## config.mk

```make
export PLATFORM = sky130hd
export DESIGN_NAME = static_mem_seq
export DESIGN_NICKNAME = d
export VERILOG_FILES = /design/src/rtl/smc_pkg.sv /design/src/rtl/smc_wait_cnt.sv /design/src/rtl/smc_tail_cnt.sv /design/src/rtl/static_mem_seq.sv
export SDC_FILE = /design/constraint.sdc
export NUM_CORES = 1
export LEC_CHECK = 0
export ABC_CLOCK_PERIOD_IN_PS = 3600
export BUFFER_PORTS_ARGS = -buffer_cell sky130_fd_sc_hd__buf_4
export CAP_MARGIN = 20
export CORE_UTILIZATION = 54
export CTS_BUF_LIST = sky130_fd_sc_hd__clkbuf_8
export CTS_CLUSTER_SIZE = 40
export DETAILED_ROUTE_END_ITERATION = 6
export PLACE_DENSITY_LB_ADDON = 0.2
export SKIP_CTS_REPAIR_TIMING = 1
export SLEW_MARGIN = 20
export SYNTH_ARGS = -nofsm -noshare
export SYNTH_HDL_FRONTEND = slang
export SYNTH_SLANG_ARGS = --single-unit
```

## constraint.sdc

```tcl
create_clock -name clk_i -period 3.6 [get_ports clk_i]
set_clock_uncertainty 0.2 [all_clocks]
set_input_delay 0.18 -clock clk_i [delete_from_list [all_inputs] [get_ports clk_i]]
set_output_delay 0.18 -clock clk_i [all_outputs]
set_load 0.01 [all_outputs]
```

## src/rtl/smc_pkg.sv

```systemverilog
package smc_pkg;
  typedef enum logic [1:0] {
    ST_IDLE   = 2'd0,
    ST_ACCESS = 2'd1,
    ST_TAIL   = 2'd2,
    ST_DONE   = 2'd3
  } smc_state_e;
endpackage

```

## src/rtl/smc_wait_cnt.sv

```systemverilog
module smc_wait_cnt #(
  parameter int unsigned CFG_W = 5
) (
  input  logic             clk_i,
  input  logic             rst_ni,
  input  logic             load_i,
  input  logic             step_i,
  input  logic [CFG_W-1:0] limit_i,
  output logic             reached_o
);
  localparam logic [CFG_W-1:0] CntMax = {CFG_W{1'b1}};

  logic [CFG_W-1:0] cnt_q;

  always_ff @(posedge clk_i or negedge rst_ni) begin
    if (!rst_ni) cnt_q <= '0;
    else if (load_i) cnt_q <= CFG_W'(1);
    else if (step_i && cnt_q != CntMax) cnt_q <= cnt_q + 1'b1;
  end

  // saturates so long nWAIT stretches keep reached asserted
  assign reached_o = (cnt_q >= limit_i);

  AST_CNT_NO_WRAP: assert property (@(posedge clk_i) disable iff (!rst_ni)
    (step_i && !load_i && cnt_q == CntMax) |=> (cnt_q == CntMax));
endmodule

```

## src/rtl/smc_tail_cnt.sv

```systemverilog
module smc_tail_cnt #(
  parameter int unsigned TAIL_CYC = 3
) (
  input  logic clk_i,
  input  logic rst_ni,
  input  logic clear_i,
  input  logic run_i,
  output logic last_o
);
  localparam int unsigned TW = $clog2(TAIL_CYC + 1);

  logic [TW-1:0] t_q;

  always_ff @(posedge clk_i or negedge rst_ni) begin
    if (!rst_ni) t_q <= '0;
    else if (clear_i) t_q <= '0;
    else if (run_i) t_q <= (t_q == TW'(TAIL_CYC - 1)) ? '0 : t_q + 1'b1;
  end

  assign last_o = run_i && (t_q == TW'(TAIL_CYC - 1));

  AST_TAIL_BOUND: assert property (@(posedge clk_i) disable iff (!rst_ni)
    t_q < TW'(TAIL_CYC));
endmodule

```

## src/rtl/static_mem_seq.sv

```systemverilog
module static_mem_seq #(
  parameter int unsigned AW       = 16,
  parameter int unsigned DW       = 16,
  parameter int unsigned CFG_W    = 5,
  parameter int unsigned MIN_WS   = 2,
  parameter int unsigned TAIL_CYC = 3
) (
  input  logic             clk_i,
  input  logic             rst_ni,
  input  logic             req_i,
  input  logic             we_i,
  input  logic [AW-1:0]    addr_i,
  input  logic [DW-1:0]    wdata_i,
  input  logic [CFG_W-1:0] wait_cfg_i,
  output logic             ack_o,
  output logic [DW-1:0]    rdata_o,
  output logic             mem_cs_no,
  output logic             mem_oe_no,
  output logic             mem_we_no,
  output logic [AW-1:0]    mem_addr_o,
  output logic [DW-1:0]    mem_wdata_o,
  output logic             mem_wdata_oe_o,
  input  logic [DW-1:0]    mem_rdata_i,
  input  logic             mem_wait_ni
);
  import smc_pkg::*;

  localparam logic [CFG_W-1:0] MinWs = CFG_W'(MIN_WS);

  smc_state_e       st_q, st_d;
  logic             we_q;
  logic [AW-1:0]    addr_q;
  logic [DW-1:0]    wdata_q, rdata_q;
  logic [CFG_W-1:0] limit_q;
  logic             accept, reached, tail_last, busy;

  assign accept = (st_q == ST_IDLE) && req_i;
  assign busy   = (st_q == ST_ACCESS) || (st_q == ST_TAIL);

  smc_wait_cnt #(.CFG_W(CFG_W)) u_wait_cnt (
    .clk_i    (clk_i),
    .rst_ni   (rst_ni),
    .load_i   (accept),
    .step_i   (st_q == ST_ACCESS),
    .limit_i  (limit_q),
    .reached_o(reached)
  );

  smc_tail_cnt #(.TAIL_CYC(TAIL_CYC)) u_tail_cnt (
    .clk_i  (clk_i),
    .rst_ni (rst_ni),
    .clear_i(st_q == ST_ACCESS),
    .run_i  (st_q == ST_TAIL),
    .last_o (tail_last)
  );

  always_comb begin
    st_d = st_q;
    unique case (st_q)
      ST_IDLE:   if (req_i) st_d = ST_ACCESS;
      ST_ACCESS: if (reached && mem_wait_ni) st_d = ST_TAIL;
      ST_TAIL:   if (tail_last) st_d = ST_DONE;
      ST_DONE:   st_d = ST_IDLE;
      default:   st_d = ST_IDLE;
    endcase
  end

  always_ff @(posedge clk_i or negedge rst_ni) begin
    if (!rst_ni) st_q <= ST_IDLE;
    else st_q <= st_d;
  end

  // request fields are latched once; later input changes are ignored
  always_ff @(posedge clk_i or negedge rst_ni) begin
    if (!rst_ni) begin
      we_q    <= 1'b0;
      addr_q  <= '0;
      wdata_q <= '0;
      limit_q <= MinWs;
    end else if (accept) begin
      we_q    <= we_i;
      addr_q  <= addr_i;
      wdata_q <= wdata_i;
      limit_q <= (wait_cfg_i < MinWs) ? MinWs : wait_cfg_i;
    end
  end

  always_ff @(posedge clk_i or negedge rst_ni) begin
    if (!rst_ni) rdata_q <= '0;
    else if (tail_last && !we_q) rdata_q <= mem_rdata_i;
  end

  assign mem_cs_no      = !busy;
  assign mem_oe_no      = !(busy && !we_q);
  // write strobe releases one cycle before chip select
  assign mem_we_no      = !(busy && we_q && !tail_last);
  assign mem_wdata_oe_o = busy && we_q;
  assign mem_addr_o     = addr_q;
  assign mem_wdata_o    = wdata_q;
  assign ack_o          = (st_q == ST_DONE);
  assign rdata_o        = rdata_q;

  AST_STROBE_IN_CS: assert property (@(posedge clk_i) disable iff (!rst_ni)
    (!mem_oe_no || !mem_we_no) |-> !mem_cs_no);
  AST_OE_WE_EXCL: assert property (@(posedge clk_i) disable iff (!rst_ni)
    !(!mem_oe_no && !mem_we_no));
  AST_LIMIT_MIN: assert property (@(posedge clk_i) disable iff (!rst_ni)
    limit_q >= MinWs);
  AST_WAIT_RELEASED: assert property (@(posedge clk_i) disable iff (!rst_ni)
    (st_q == ST_TAIL && $past(st_q) == ST_ACCESS) |-> $past(mem_wait_ni));
  AST_ACK_ON_RELEASE: assert property (@(posedge clk_i) disable iff (!rst_ni)
    $rose(mem_cs_no) |-> ack_o);
  AST_ACK_ONE: assert property (@(posedge clk_i) disable iff (!rst_ni)
    ack_o |=> !ack_o);
  AST_ADDR_STABLE: assert property (@(posedge clk_i) disable iff (!rst_ni)
    (!mem_cs_no && $past(!mem_cs_no)) |-> $stable(mem_addr_o));
endmodule

```

==> qor.txt, run 1 <==
DRC errors left: 0
routed len/inst: 21.5 µm
vias in the first global route: 2077
final WL: 9.46 mm
Rows: 25
total I/O pin count: 111
register bit count reported by yosys: 63
first-pass GRT wire length: 9.37 mm
Most used DFF post-synth: dfrtp_1
CP endpoint kind: flop
internal power: 0.00235 W
PwrDens: 846 nW/µm²
Peak VDD IR: 0.000541 V
P&R area growth vs syn: 60.2%
static leakage: 2.17 nW
worst-path cell chain: inv_1, ha_1, nand2_1, buf_12, mux2_1
slowest cell delay on critical path: 0.45 ns
max_slew headroom: 0.471
slowest CP cell: nand2_1
clk buf depth: 2
CP Class: flop to flop
global route overflow: 0
CTS root buffer: clkbuf_8
number of max-cap violations: 0
Critical Path AT: 2.45 ns
Fin. Hold Viols: 0
Synth cell types: 34
post-route ant nets: 0
Sw Share: 0.372
final setup vio count: 0
Slew Viols, Final: 0
Worst Max-Slew Pin Slew: 0.793 ns
r2r startpoint: st_q[0]$_DFFE_PN0P_
fmax: 409 MHz
final core occ: 0.919
Async SR Flop Fraction: 1.00
Via density: 5.41
Worst Path Required: 3.60 ns
WP buf/inv: 2
Total GRT Usage: 0.239
Syn Std Cell Area: 2760 µm²
RSZ-0062 raised after global routing: false
largest net degree at the start of global routing: 64
worst setup margin: 1.15 ns
Top delay family on crit path: buffers and inverters
Warnings, synthesis: 0
Seq/Total Area, Yosys: 0.571
r2r setup slk: 1.15 ns
Worst-path clk slew: 0.07 ns
pre-CTS setup slack: 1.31 ns
vias: 2382
Clock Latency Late Sink: 0.33 ns
nets: 437
chip width: 73.5 µm
fin crit period: 2.45 ns
Placeable Area: 4820 µm²
Hold Path Class: input pin to asynchronous set/reset pin
die area: 5410 µm²
DP HPWL: 4.47 mm
Sw Pwr: 0.00139 W
Iteration-0 DRC Markers: 199
sequential share of power: 0.364
status: complete, no violations
Buffers on Ports: 110
CP max FO: 28
CTS sink cnt: 63
Comb power frac: 0.464
gp weighted congestion: 0.917
antenna violations before repair: 0
FF-to-FF End: mem_addr_o[10]$_DFFE_PN0P_
Post-Syn Nets: 264
DIE HEIGHT: 73.5 µm
# H-tree levels: 3
Register-to-Register Path Depth: 5
setup total negative slack: 0 ns
initial core utilization: 0.574
Synth Area per Inst: 14.2 µm²
Setup crit start kind: flop
clock power share: 0.173
CTS buffer count: 9
CTS tree: built
Cells after Synth: 194
share of post-route cells with drive strength above 1: 0.395
final worst path period share: 0.679
number of synthesized flops with an enable pin: 0
Pre-antenna DRT Iters: 4
==> synthesized netlist by cell type (all sizes together) (2+ instances only) <==
library cell	number	area [µm²]
mux2	53	634
mux2i	2	20.0
xor2	2	17.5
a31oi	2	12.5
nand2b	2	12.5
nor2b	3	18.8
o21ai	3	15.0
nand2	9	33.8
a21oi	8	51.3
buf	6	47.6
nor3	5	25.0
inv	9	33.8
nand3	2	10.0
dfrtp	62	1550
ha	12	150
o22ai	2	12.5
==> state kept, by name (all words and copies together), names as in the netlist <==
register          count
u_wait_cnt.cnt_q      5
st_q                  2
mem_wdata_o          16
rdata_o              16
mem_addr_o           16
we_q                  1
limit_q               5
u_tail_cnt.t_q        2
==> power by group through the flow <==
stage | clock network [W] | logic, W | registers, W
after floorplan | 0 | 0.000735 | 0.00139
after global placement | 0 | 0.00151 | 0.00128
after detailed placement | 0 | 0.00157 | 0.00130
after CTS | 0.000643 | 0.00158 | 0.00130
after global routing | 0.000684 | 0.00184 | 0.00139
final | 0.000646 | 0.00174 | 0.00136
==> worst reg2reg max path: stages, from the launching register on <==
cell and delay, ns:
dfrtp_1 0.44, inv_1 0.19, ha_1 0.34, nand2_1 0.45, buf_12 0.35, mux2_1 0.35
==> routing by layer <==
metal	global-route usage	routed length, µm
met1	0.269	3390
met2	0.402	5140
met3	0.106	550
met4	0.0897	387
met5	0	0
==> final cells by class <==
| type | count | area (µm²) |
|---|---|---|
| flip-flops and latches | 63 | 1580 |
| repair buffers | 168 | 1420 |
| multi-input cells | 116 | 1100 |
| fillers | 168 | 390 |
| clock buffers | 12 | 165 |
| well taps | 67 | 83.8 |
| clock inverters | 4 | 43.8 |
| inverters | 9 | 33.8 |
| diodes | 1 | 2.50 |
==> worst max path at each step <==
stage	start	endpoint	slack, ns	cells past startpoint
finish	st_q[0]$_DFFE_PN0P_	mem_addr_o[10]$_DFFE_PN0P_	1.15	5
global route	st_q[0]$_DFFE_PN0P_	mem_addr_o[10]$_DFFE_PN0P_	1.06	5
CTS	st_q[0]$_DFFE_PN0P_	limit_q[2]$_DFFE_PN0P_	1.26	5
detailed placement	st_q[0]$_DFFE_PN0P_	limit_q[2]$_DFFE_PN0P_	1.31	5
global placement	st_q[0]$_DFFE_PN0P_	mem_wdata_o[2]$_DFFE_PN0P_	1.40	5
floorplan	limit_q[1]$_DFFE_PN1P_	st_q[1]$_DFFE_PN0P_	1.76	6
==> through the flow <==
step | cell area (µm²) | hold slack [ns] | power, W | std cells
global route | 4420 | 0.325 | 0.00392 | 439
global placement | 3640 | 0.114 | 0.00280 | 366
CTS | 3850 | -0.256 | 0.00352 | 382
finish | 4430 | 0.266 | 0.00375 | 440
floorplan | 2760 | -0.316 | 0.00212 | 194
detailed placement | 3640 | 0.109 | 0.00287 | 366
==> placed cells by master, fill, tap and decap left out, types with 3 or more instances in the layout <==
master / netlist / layout
a21oi_1: 7 / 7
buf_4: 1 / 110
clkbuf_8: 0 / 12
dfrtp_1: 62 / 62
dlygate4sd3_1: 0 / 57
ha_1: 12 / 12
inv_1: 9 / 10
mux2_1: 35 / 35
mux2_2: 8 / 8
mux2_4: 10 / 10
nand2_1: 9 / 9
nor2b_1: 3 / 3
nor3_1: 5 / 5
==> cells by family after synthesis <==
| kind of cell | Yosys count | synth area share |
|---|---|---|
| DFF | 63 | 0.571 |
| muxes | 55 | 0.237 |
| and+or+nand+nor | 26 | 0.0498 |
| AOI/OAI and AO/OA | 20 | 0.0489 |
| buffers and inverters | 15 | 0.0294 |
| adders and majority gates | 12 | 0.0543 |
| xor gates and xnor gates | 3 | 0.00951 |
Note: power is estimated with default switching activity, not from simulation.
==> run 2, diff against run 1 <==
Settings changed: ABC_AREA set to 1, ABC_CLOCK_PERIOD_IN_PS 3600 to 2300, CORE_UTILIZATION 54 to 50.
Clock period 3.6 ns to 2.3 ns, I/O delays scaled along.
==> run 2 against run 1 <==
The run now ends with hold timing left. Critical path depth up 4. Register-to-register slack worse by 0.82 ns. Total power up 46%. First-iteration DRC count down 16%.
==> qor.txt, run 2 <==
Via density: 5.14
post-synth top area share: 0.561
Synth cell types: 20
clock power share: 0.154
Async SR Flop Fraction: 1.00
Buffers on Ports: 110
hold slack: -0.00391 ns
internal power: 0.00329 W
DRC errors left: 0
vias in the first global route: 2292
fillers: 276
final worst path period share: 0.856
setup total negative slack: 0 ns
DIE HEIGHT: 76.4 µm
final WL: 9.09 mm
largest net degree at the start of global routing: 64
slowest CP cell: dfrtp_1
fin crit period: 1.97 ns
Pre-antenna DRT Iters: 5
antenna diode count: 0
Worst Max-Slew Pin Slew: 0.783 ns
CP Class: flop to flop
gp weighted congestion: 0.766
global route overflow: 0
CTS sink cnt: 63
Hold Path Class: input pin to flop
largest area contributor in the netlist: dfrtp_1
Hold Path Cell Cnt: 5
status: complete, but fails checks
Clock Latency Late Sink: 0.33 ns
Warnings, synthesis: 0
CTS buffer count: 9
register bit count reported by yosys: 63
die area: 5830 µm²
Most used DFF post-synth: dfrtp_1
RSZ-0062 raised after global routing: false
CP endpoint kind: flop
CP most frequent cell: nor2_1
CP max FO: 6
Syn Std Cell Area: 2770 µm²
static leakage: 2.40 nW
worst-path cell chain: ha_1, nand2_1, nor2_1, ha_1, nor2_1, inv_1, nor2_1, o21ai_0, a21oi_1
antenna violations before repair: 0
worst hold start: req_i
number of max-cap violations: 0
fmax: 508 MHz
P&R area growth vs syn: 58.2%
routed len/inst: 17.1 µm
Comb power frac: 0.475
Placeable Area: 5200 µm²
clk buf depth: 2
post-route ant nets: 0
nets: 526
slowest cell delay on critical path: 0.42 ns
most common cell after layout, fill and taps aside: nand2_1
Register-to-Register Path Depth: 9
final setup vio count: 0
Cells after Synth: 288
# H-tree levels: 3
Commonest cells post-synth: nand2_1, dfrtp_1, inv_1, ha_1, mux2_4
Seq/Total Area, Yosys: 0.571
Iteration-0 DRC Markers: 168
DP HPWL: 4.30 mm
Slew Viols, Final: 0
sequential share of power: 0.371
failing checks: hold timing
placed instance area: 3650 µm²
Setup crit start kind: flop
FF-to-FF End: u_wait_cnt.cnt_q[3]$_DFFE_PN0P_
chip width: 76.4 µm
first-pass GRT wire length: 10.5 mm
r2r setup slk: 0.33 ns
Worst-path clk slew: 0.07 ns
Critical Path AT: 2.03 ns
top cells by area, synth: dfrtp_1, nand2_1, ha_1
Fin. Hold Viols: 1
Total GRT Usage: 0.234
initial core utilization: 0.531
Min-Delay Endpoint: st_q[1]$_DFFE_PN0P_
CTS tree: built
CTS root buffer: clkbuf_8
Sw Share: 0.398
WP buf/inv: 1
Post-Syn Nets: 358
most frequent cells in the layout: nand2_1, buf_4, dfrtp_1, dlygate4sd3_1, inv_1
final instance area: 4370 µm²
r2r startpoint: u_wait_cnt.cnt_q[0]$_DFFE_PN0P_
Worst Path Required: 2.36 ns
total I/O pin count: 111
Top delay family on crit path: simple AND/OR/NAND/NOR gates
Sw Pwr: 0.00217 W
cell with the most instances after synthesis: nand2_1
PwrDens: 1250 nW/µm²
Synth Area per Inst: 9.60 µm²
Peak VDD IR: 0.000725 V
vias: 2722
Rows: 26
max_slew headroom: 0.478
number of synthesized flops with an enable pin: 0
share of post-route cells with drive strength above 1: 0.317
==> run 2: power by group through the flow <==
stage	sequential (W)	combinational, W	clock (W)
floorplan	0.00212	0.00111	0
global placement	0.00196	0.00230	0
detailed placement	0.00197	0.00238	0
CTS	0.00197	0.00240	0.000819
global route	0.00208	0.00284	0.000900
finish	0.00203	0.00260	0.000840
==> run 2: worst max-delay path by stage <==
stage,startpoint,to,cells after the start
after floorplan,u_wait_cnt.cnt_q[0]$_DFFE_PN0P_,u_wait_cnt.cnt_q[3]$_DFFE_PN0P_,9
after global placement,u_wait_cnt.cnt_q[0]$_DFFE_PN0P_,u_wait_cnt.cnt_q[3]$_DFFE_PN0P_,9
after detailed placement,u_wait_cnt.cnt_q[0]$_DFFE_PN0P_,u_wait_cnt.cnt_q[3]$_DFFE_PN0P_,9
after CTS,u_wait_cnt.cnt_q[0]$_DFFE_PN0P_,u_wait_cnt.cnt_q[3]$_DFFE_PN0P_,9
after global routing,u_wait_cnt.cnt_q[0]$_DFFE_PN0P_,u_wait_cnt.cnt_q[2]$_DFFE_PN0P_,8
final,u_wait_cnt.cnt_q[0]$_DFFE_PN0P_,u_wait_cnt.cnt_q[3]$_DFFE_PN0P_,9
==> run 2: worst register-to-register path: stages, from the launching register on <==
cell	delay (ns)
dfrtp_1	0.42
ha_1	0.22
nand2_1	0.09
nor2_1	0.05
ha_1	0.17
nor2_1	0.23
inv_1	0.17
nor2_1	0.14
o21ai_0	0.09
a21oi_1	0.12
==> run 2: cells by family (layout without fill, tap and decap cells) <==
family | count (synthesis) | in the layout | share of synthesized area
buffers and inverters | 37 | 209 | 0.0557
and+or+nand+nor | 145 | 145 | 0.211
adders and majority gates | 12 | 12 | 0.0543
muxes | 16 | 16 | 0.0787
AOI/OAI and AO/OA | 15 | 15 | 0.0294
DFF | 63 | 63 | 0.571
==> run 2: cell type report <==
cell class	instances	area [µm²]	share of cell area
Inverter	26	97.6	0.0223
Tap cell	70	87.6	0.0200
Timing Repair Buffer	168	1410	0.323
Sequential cell	63	1580	0.361
Multi-Input combinational cell	188	1030	0.236
Clock buffer	10	138	0.0315
Clock inverter	5	26.3	0.00601
==> run 2: metrics by stage <==
step | setup WS (ns) | util | cells | total power [W]
floorplan | 0.568 | - | 288 | 0.00324
global placement | 0.486 | 0.701 | 459 | 0.00426
detailed placement | 0.403 | 0.701 | 459 | 0.00435
CTS | 0.342 | 0.733 | 474 | 0.00518
global route | 0.138 | 0.840 | 530 | 0.00581
finish | 0.332 | 0.840 | 530 | 0.00547
==> run 2: metal layers <==
metal,GRT usage,part of all wire
met4,0.0885,0.039
met3,0.0922,0.054
met2,0.387,0.54
met1,0.275,0.37
met5,0,0
